===== src/rtl/stp_pkg.sv =====
package stp_pkg;
  typedef enum logic [1:0] {
    ST_IDLE = 2'd0,
    ST_HOLD = 2'd1,
    ST_PASS = 2'd2
  } step_st_t;

  localparam int NUM_FILT = 3;
  localparam int F_ADV    = 0;
  localparam int F_RUN    = 1;
  localparam int F_RSTB   = 2;
endpackage


===== src/rtl/stp_debounce.sv =====
module stp_debounce #(
  parameter int DEB_CYCLES = 50000
) (
  input  logic clk,
  input  logic rst,
  input  logic raw_i,
  output logic level_o
);
  localparam int CW = $clog2(DEB_CYCLES + 1);

  logic          s0, s1;
  logic [CW-1:0] cnt;

  always_ff @(posedge clk) begin
    if (rst) begin
      s0      <= 1'b0;
      s1      <= 1'b0;
      cnt     <= '0;
      level_o <= 1'b0;
    end else begin
      s0 <= raw_i;
      s1 <= s0;
      if (s1 == level_o) begin
        cnt <= '0;
      end else if (cnt == CW'(DEB_CYCLES - 1)) begin
        level_o <= s1;
        cnt     <= '0;
      end else begin
        cnt <= cnt + 1'b1;
      end
    end
  end
endmodule


===== src/rtl/stp_bus_decode.sv =====
module stp_bus_decode (
  input  logic mreq_n,
  input  logic iorq_n,
  input  logic m1_n,
  input  logic rd_n,
  input  logic wr_n,
  input  logic rfsh_n,
  output logic access
);
  logic mem_acc, io_acc;
  assign mem_acc = ~mreq_n & rfsh_n;
  assign io_acc  = ~iorq_n & (~rd_n | ~wr_n | ~m1_n);
  assign access  = mem_acc | io_acc;
endmodule


===== src/rtl/stp_step_fsm.sv =====
module stp_step_fsm
  import stp_pkg::*;
(
  input  logic clk,
  input  logic rst,
  input  logic clear,
  input  logic access,
  input  logic free_run,
  input  logic adv_pulse,
  output logic wait_n
);
  step_st_t st, nx;

  always_comb begin
    nx = st;
    unique case (st)
      ST_IDLE: if (access) nx = (free_run | adv_pulse) ? ST_PASS : ST_HOLD;
      ST_HOLD: if (free_run | adv_pulse) nx = ST_PASS;
      ST_PASS: if (!access) nx = ST_IDLE;
      default: nx = ST_IDLE;
    endcase
  end

  always_ff @(posedge clk) begin
    if (rst || clear) st <= ST_IDLE;
    else              st <= nx;
  end

  assign wait_n = (st != ST_HOLD);
endmodule


===== src/rtl/cycle_stepper.sv =====
module cycle_stepper
  import stp_pkg::*;
#(
  parameter int DEB_CYCLES = 50000
) (
  input  logic clk,
  input  logic rst,
  input  logic free_mode_i,
  input  logic mreq_n_i,
  input  logic iorq_n_i,
  input  logic m1_n_i,
  input  logic rd_n_i,
  input  logic wr_n_i,
  input  logic rfsh_n_i,
  input  logic adv_btn_i,
  input  logic adv_sw_i,
  input  logic run_btn_i,
  input  logic rst_sw_i,
  input  logic rst_btn_i,
  output logic wait_n_o,
  output logic cpu_rst_pull_o
);
  logic [NUM_FILT-1:0] raw_btn, filt;
  logic [1:0]          lvl_s0, lvl_s1;
  logic                adv_prev, adv_pulse, free_run, cpu_rst_lvl, bus_access;

  assign raw_btn[F_ADV]  = adv_btn_i | adv_sw_i;
  assign raw_btn[F_RUN]  = run_btn_i;
  assign raw_btn[F_RSTB] = rst_btn_i;

  for (genvar i = 0; i < NUM_FILT; i++) begin : g_filt
    stp_debounce #(.DEB_CYCLES(DEB_CYCLES)) u_deb (
      .clk     (clk),
      .rst     (rst),
      .raw_i   (raw_btn[i]),
      .level_o (filt[i])
    );
  end

  // bit 0: free-run mode, bit 1: reset level switch
  always_ff @(posedge clk) begin
    if (rst) begin
      lvl_s0   <= '0;
      lvl_s1   <= '0;
      adv_prev <= 1'b0;
    end else begin
      lvl_s0   <= {rst_sw_i, free_mode_i};
      lvl_s1   <= lvl_s0;
      adv_prev <= filt[F_ADV];
    end
  end

  assign adv_pulse   = filt[F_ADV] & ~adv_prev;
  assign free_run    = lvl_s1[0] | filt[F_RUN];
  assign cpu_rst_lvl = lvl_s1[1] | filt[F_RSTB];

  always_ff @(posedge clk) begin
    if (rst) cpu_rst_pull_o <= 1'b1;
    else     cpu_rst_pull_o <= cpu_rst_lvl;
  end

  stp_bus_decode u_dec (
    .mreq_n (mreq_n_i),
    .iorq_n (iorq_n_i),
    .m1_n   (m1_n_i),
    .rd_n   (rd_n_i),
    .wr_n   (wr_n_i),
    .rfsh_n (rfsh_n_i),
    .access (bus_access)
  );

  stp_step_fsm u_fsm (
    .clk       (clk),
    .rst       (rst),
    .clear     (cpu_rst_lvl),
    .access    (bus_access),
    .free_run  (free_run),
    .adv_pulse (adv_pulse),
    .wait_n    (wait_n_o)
  );
endmodule


===== config.mk =====
export PLATFORM = sky130hd
export DESIGN_NAME = cycle_stepper
export DESIGN_NICKNAME = d
export VERILOG_FILES = /design/src/rtl/stp_pkg.sv /design/src/rtl/stp_debounce.sv /design/src/rtl/stp_bus_decode.sv /design/src/rtl/stp_step_fsm.sv /design/src/rtl/cycle_stepper.sv
export SDC_FILE = /design/constraint.sdc
export NUM_CORES = 1
export LEC_CHECK = 0
export ABC_AREA = 1
export BUFFER_PORTS_ARGS = -buffer_cell sky130_fd_sc_hd__buf_2
export CORE_MARGIN = 10
export CORE_UTILIZATION = 40
export CTS_CLUSTER_DIAMETER = 40
export DETAILED_ROUTE_END_ITERATION = 12
export GPL_TIMING_DRIVEN = 0
export RECOVER_POWER = 100
export SLEW_MARGIN = 10
export SYNTH_ARGS = -nofsm -noshare
export SYNTH_HDL_FRONTEND = slang
export SYNTH_SLANG_ARGS = --single-unit

===== constraint.sdc =====
create_clock -name clk -period 1.79 [get_ports clk]
set_input_delay 0.179 -clock clk [delete_from_list [all_inputs] [get_ports clk]]
set_output_delay 0.179 -clock clk [all_outputs]
set_load 0.02 [all_outputs]

==> impl_results.md, run 1 <==
- Area growth from synthesis to layout: 13.2%
- Clock buffer depth: 2
- Gr usage total: 11.8%
- Largest stage delay on the critical path: 0.40 ns
- Worst-margin pin slew: 0.481 ns
- Register bit count reported by yosys: 65
- Hold path depth: 3
- Top post-synthesis cells by area: dfxtp_1, nand2_1, nor2_1
- Leakage power: 1.15 nW
- GPL Wtd Cong: 0.854
- Max_slew headroom: 67.8%
- RR Endpoint: g_filt[1].u_deb.cnt[8]
- Vias in the first global route: 2,570
- Final ANT Viol Nets: 0
- Top-area cell type share of the netlist area: 42.6%
- Per-cell routed wire length: 10.7 um
- Core Region: 7330 um^2
- # Max-Cap Violations: 0
- Gate power share: 2.6%
- VDD IR max: 0.540 mV
- Worst clock skew: 0.0111 ns
- Die area: 11,500 um^2
- Hold_buf cts: 0
- Cell taking the most area after synthesis: dfxtp_1
- Seq. cell area: 1300 um^2
- Pre-CTS setup slack: 0.221 ns
- Starting DRC count in detailed routing: 96
- R2r startpoint: g_filt[1].u_deb.cnt[0]
- CP max-delay cell: dfxtp_1
- First-pass GRT wire length: 11,200 um
- Fin worst setup slack: 0.181 ns
- Post-CTS Resized: 0
- CP arrival: 1.88 ns
- Initial antenna violation count: 0
- CP Launch Type: register
- Worst-Skew Late Latency: 0.34 ns
- Die W: 107 um
- Max Slew Vio Count: 0
- Status: completed
- Sequential Power Share: 50.5%
- Reg2Reg Depth: 6
- Ports: 16
- Setup TNS Final: 0 ns
- Filler Cells Inserted: 755
- Net count, final: 492
- Antenna cells: 0
- H-Tree Depth: 3
- Multi-input gate area: 1490 um^2
- R2r setup slk: 0.18 ns
- Final WL: 6180 um
- Worst Hold Launch: rst_btn_i
- TritonRoute pass-1 iters: 4
- Synth Warn #: 0
- Hold/Removal Path Class: in2reg
- Hpwl dp: 4620 um
- Number of CTS-inserted buffers: 9
- I/O Buffers: 15
- Share of cells above drive strength 1: 11.3%
- Cell Chain, Critical Path: ha_1 -> nand2_1 -> nor2_1 -> nand2_2 -> or2_0 -> a21oi_2
- Most numerous cell in the Yosys netlist: nand2_1
- P_sw: 0.641 mW
- Via count: 2,722
- Crit path from: g_filt[1].u_deb.cnt[0]
- End point of the worst hold path: g_filt[2].u_deb.s0
- Via/cell ratio: 4.70
- CTS tree: built
- Crit end category: register
- Timing-limited maximum frequency: 622 MHz
- Synth top cells by count: nand2_1, nor2_1, dfxtp_1
- Async set or reset register ratio after synthesis: 0%
- WS Path Type: reg2reg
- Syn nets: 466
- Post-route DRC violation count: 0
- Clock power frac: 47.0%
- Largest net degree at the start of global routing: 13
- Cell Rows: 31
- Ys flop type: dfxtp_1
- Gate Count Post-Synth: 449
- Fin. Hold Viols: 0
- Syn_area_per_cell: 6.80 um^2
- Distinct cells, synth: 24
- Die extent in y: 107 um
- Setup bufs post-CTS: 0
- RSZ-0062 raised after global routing: no
- Period utilization: 89.9%
- Number of flops mapped to enable cells by yosys: 0
- Critical Path RT: 2.06 ns
- Pwr/cell area: 843 nW/um^2
- Int Power: 2.28 mW
- CTS sink count: 65
- Clock-pin slew on the worst setup and hold paths: 0.08 ns
- Final setup fails: 0
- Root Buffer: clkbuf_8
- Total gr overflow: 0
- Crit Path Max Fanout: 6
- Post-Syn Area: 3050 um^2
- Initial Util: 41.7%
- Switch share: 22.0%
- Seq/Total Area, Yosys: 42.6%
- Final worst path period need: 1.61 ns
[sequential cells by signal, indices dropped and copies added (netlist names)]
name,count
cpu_rst_pull_o,1
g_filt.u_deb.cnt,48
adv_prev,1
g_filt.u_deb.s0,3
u_fsm.st,2
g_filt.u_deb.s1,3
g_filt.u_deb.level_o,3
lvl_s0,2
lvl_s1,2
[power by group through the flow]
stage	Clock (mW)	Sequential (mW)	Combinational, mW
finish	1.37	1.47	0.0751
global route	1.49	1.47	0.0866
CTS	1.42	1.47	0.0781
detailed placement	0	1.51	0.0775
global placement	0	1.50	0.0767
floorplan	0	1.51	0.0449
[worst max path at each step]
stage                              endpoint  depth (start not counted)
global route         g_filt[2].u_deb.cnt[0]                          9
detailed placement  g_filt[2].u_deb.cnt[14]                          9
global placement    g_filt[2].u_deb.cnt[13]                          9
finish               g_filt[1].u_deb.cnt[8]                          6
floorplan           g_filt[2].u_deb.cnt[14]                          9
CTS                 g_filt[2].u_deb.cnt[13]                          9
[area by class of cell]
cell class,count,share of cell area [%]
Tap cell,99,3.58
Clock inverter,7,2.75
Timing Repair Buffer,15,2.06
Sequential cell,65,37.6
Buffer,4,1.09
Clock buffer,9,3.58
Inverter,58,6.30
Multi-Input combinational cell,322,43.0
[cells in the final DEF, fill, tap and decap left out, types with 4 or more instances in the layout]
| cell type | Yosys | routed |
|---|---|---|
| nand4_1 | 14 | 14 |
| clkbuf_8 | 0 | 9 |
| dfxtp_1 | 65 | 65 |
| xnor2_1 | 4 | 4 |
| o21ai_0 | 9 | 9 |
| nand2_1 | 101 | 101 |
| buf_2 | 0 | 12 |
| nor2_2 | 9 | 7 |
| nor2_1 | 94 | 96 |
| inv_2 | 8 | 7 |
| xor2_1 | 7 | 7 |
| clkbuf_1 | 1 | 4 |
| nand3_1 | 28 | 29 |
| nor3_1 | 5 | 5 |
| inv_1 | 50 | 51 |
| a21oi_1 | 32 | 32 |
[routing by layer]
metal  track usage [%]  vias to the layer above  wire [um]
met1              14.7                     1211       3240
li1                  -                     1463          -
met5                 0                        -          0
met3              4.97                       11        310
met2              18.4                       37       2560
met4              3.15                        0         65
[metrics by stage]
stage	instances	hold WS [ns]	area [um^2]	util [%]	power, mW
2_1_floorplan	449	0.250	3050	-	1.55
3_3_place_gp	563	0.382	3250	44.4	1.58
3_5_place_dp	563	0.391	3250	44.4	1.58
4_1_cts	579	0.0223	3470	47.4	2.97
5_1_grt	579	0.0145	3460	47.2	3.06
6_report	579	0.0340	3460	47.2	2.92
[cells by family (layout without fill, tap and decap cells)]
logic type	after synthesis	in the layout	share of synthesized area [%]
compound gates	46	46	7.87
simple gates	262	262	36.8
flops	65	65	42.6
buf+inv	62	93	8.36
fa+ha+maj	3	3	1.23
xor+xnor	11	11	3.15
[critical path: cells and delay by family, from the launching register on]
kind                       cells  cell delay (ns)
and+or+nand+nor                4             0.82
AOI/OAI and AO/OA              1             0.11
adders and majority gates      1             0.23
DFF                            1             0.40
No activity file was read; power rests on OpenSTA's default activity.
==> run 2, diff against run 1 <==
--- a/config.mk
+++ b/config.mk
@@ -6,7 +6,8 @@
 export NUM_CORES = 1
 export LEC_CHECK = 0
 export ABC_AREA = 1
-export BUFFER_PORTS_ARGS = -buffer_cell sky130_fd_sc_hd__buf_2
+export BUFFER_PORTS_ARGS = -buffer_cell sky130_fd_sc_hd__buf_4
+export CAP_MARGIN = 10
 export CORE_MARGIN = 10
 export CORE_UTILIZATION = 40
 export CTS_CLUSTER_DIAMETER = 40
==> constraint.sdc (replaced) <==
create_clock -name clk -period 2 [get_ports clk]
set_input_delay 0.2 -clock clk [delete_from_list [all_inputs] [get_ports clk]]
set_output_delay 0.2 -clock clk [all_outputs]
set_load 0.02 [all_outputs]
==> run 2 against run 1 <==
Power is 13% lower; combinational power decreased by 4.5%; sequential share of layout area about the same; cell area grew 0.11%; worst hold slack better by 0.011 ns; sequential power shrank 10%; largest cell class unchanged; highest routed layer unchanged.
==> impl_results.md, run 2 (same netlist as run 1, synthesis figures left out) <==
- Worst setup path end: g_filt[1].u_deb.cnt[11]
- Most common cell after layout, fill and taps aside: nand2_1
- Status: completed
- Gr usage total: 11.6% (-0.25 points)
- TritonRoute pass-1 iters: 4 (unchanged)
- Critical Path RT: 2.24 ns (+0.18 ns)
- CP arrival: 1.93 ns (+0.05 ns)
- # Max-Cap Violations: 0 (unchanged)
- Worst-Skew Late Latency: 0.35 ns (about the same)
- Per-cell routed wire length: 10.7 um (+0.18%)
- Clock buffer depth: 2 (unchanged)
- Setup bufs post-CTS: 0 (unchanged)
- Crit end category: register
- GPL Wtd Cong: 0.884 (+3.5%)
- Multi-input gate area: 1480 um^2 (-0.67%)
- Die extent in y: 107 um (unchanged)
- Largest stage delay on the critical path: 0.41 ns (about the same)
- Initial antenna violation count: 0 (unchanged)
- CP Launch Type: register
- Final ANT Viol Nets: 0 (unchanged)
- Post-CTS Resized: 0 (unchanged)
- CTS sink count: 65 (unchanged)
- Net count, final: 492 (unchanged)
- Reg2Reg Depth: 7 (+1)
- Vias in the first global route: 2,511 (-2.3%)
- Most frequent cells in the layout: nand2_1, nor2_1, dfxtp_1
- CP dominant cell by count: nand3_1
- Fin. Hold Viols: 0 (unchanged)
- Antenna cells: 0 (unchanged)
- Hold/Removal Path Class: in2reg
- Worst-margin pin slew: 0.450 ns (-0.0305 ns)
- Area growth from synthesis to layout: 13.4%
- Root Buffer: clkbuf_8
- Share of cells above drive strength 1: 10.8% (-0.42 points)
- Clock-pin slew on the worst setup and hold paths: 0.08 ns (about the same)
- Number of CTS-inserted buffers: 9 (unchanged)
- CP max-delay cell: dfxtp_1
- Largest net degree at the start of global routing: 14 (+1)
- WS Path Type: reg2reg
- Crit Path Max Fanout: 10 (+4)
- Max Slew Vio Count: 0 (unchanged)
- R2r setup slk: 0.32 ns (+0.14 ns)
- Timing-limited maximum frequency: 594 MHz (-4.5%)
- Finished Layout Cells: 579 (unchanged)
- DP Cell Count: 563 (unchanged)
- Filler Cells Inserted: 750 (-0.66%)
- Max_slew headroom: 69.9% (+2.0 points)
- Hpwl dp: 4630 um (about the same)
- Die W: 107 um (unchanged)
- Cell Chain, Critical Path: ha_1 -> nand3_1 -> nor2_1 -> nand3_1 -> nand2_1 -> buf_6 -> a21oi_1
- Post-route DRC violation count: 0 (unchanged)
- Final worst path period need: 1.68 ns (+0.0749 ns)
- VDD IR max: 0.393 mV (-27%)
- Total gr overflow: 0 (unchanged)
- Crit path from: g_filt[1].u_deb.cnt[0]
- Leakage power: 1.15 nW (-0.71%)
- Via/cell ratio: 4.71 (+0.11%)
- Pre-CTS setup slack: 0.379 ns (+0.158 ns)
- RSZ-0062 raised after global routing: no
- Finished Core Util: 47.2% (+0.051 points)
- Seq. cell area: 1300 um^2 (unchanged)
- Setup TNS Final: 0 ns (unchanged)
- Period utilization: 84.2% (-5.7 points)
- R2r startpoint: g_filt[1].u_deb.cnt[0]
- Top reg by flops: g_filt.u_deb.cnt
- Final setup fails: 0 (unchanged)
- Final WL: 6190 um (+0.18%)
- Number of flip-flops under the largest register name: 48 (unchanged)
- Via count: 2,725 (+0.11%)
- H-Tree Depth: 3 (unchanged)
- I/O Buffers: 15 (unchanged)
- Pwr/cell area: 731 nW/um^2 (-13%)
- Die area: 11,500 um^2 (unchanged)
- RR Endpoint: g_filt[1].u_deb.cnt[11]
- Fin worst setup slack: 0.316 ns (+0.135 ns)
- Worst clock skew: 0.0105 ns (-0.000605 ns)
- Starting DRC count in detailed routing: 69 (-28%)
- First-pass GRT wire length: 11,000 um (-2.3%)
- Hold_buf cts: 0 (unchanged)
- CTS tree: built
- Cell Rows: 31 (unchanged)
- Initial Util: 41.7% (unchanged)
- Core Region: 7330 um^2 (unchanged)
- Ports: 16 (unchanged)
run 2: area by class of cell:
| type | instances | share of cell area, % |
|---|---|---|
| sequential | 65 | 37.6 |
| timing repair buffer | 15 | 2.93 |
| clock buffer | 9 | 3.58 |
| clock inverter | 7 | 2.28 |
| buffer | 4 | 1.08 |
| tap | 99 | 3.58 |
| inverter | 58 | 6.29 |
| multi-input combinational | 322 | 42.7 |
run 2: worst max-delay path: cells and delay by family, from the launching register on:
kind / cells / cell delay [ns]
compound gates: 1 / 0.04
fa+ha+maj: 1 / 0.24
buf+inv: 1 / 0.19
flops: 1 / 0.41
simple gates: 4 / 0.69
run 2: layer usage:
layer	vias to the layer above	wire length, um	track usage [%]
li1	1473	-	-
met1	1186	3180	14.6
met2	53	2580	17.4
met3	13	330	3.71
met4	0	99	5.53
met5	-	0	0
run 2: power breakdown:
group,switching (mW),internal [mW],total (mW)
Sequential,0.00785,1.31,1.32
Clock,0.560,0.583,1.14
Combinational,0.0396,0.0321,0.0717
Total,0.608,1.92,2.53
run 2: worst min path at each step:
stage                            start  slack [ns]                  to  cells after the start
finish                       run_btn_i        0.04  g_filt[1].u_deb.s0                      3
floorplan                          rst        0.27           lvl_s1[0]                      1
global route                 rst_btn_i        0.05  g_filt[2].u_deb.s0                      3
detailed placement           lvl_s0[1]        0.40           lvl_s1[1]                      2
CTS                                rst        0.02           lvl_s1[0]                      2
global placement    g_filt[2].u_deb.s0        0.39  g_filt[2].u_deb.s1                      2
run 2: through the flow:
step / power [mW] / cell area, um^2 / hold slack [ns]
2_1_floorplan: 1.39 / 3050 / 0.271
3_3_place_gp: 1.42 / 3290 / 0.388
3_5_place_dp: 1.43 / 3290 / 0.395
4_1_cts: 2.58 / 3490 / 0.0209
5_1_grt: 2.63 / 3460 / 0.0474
6_report: 2.53 / 3460 / 0.0445
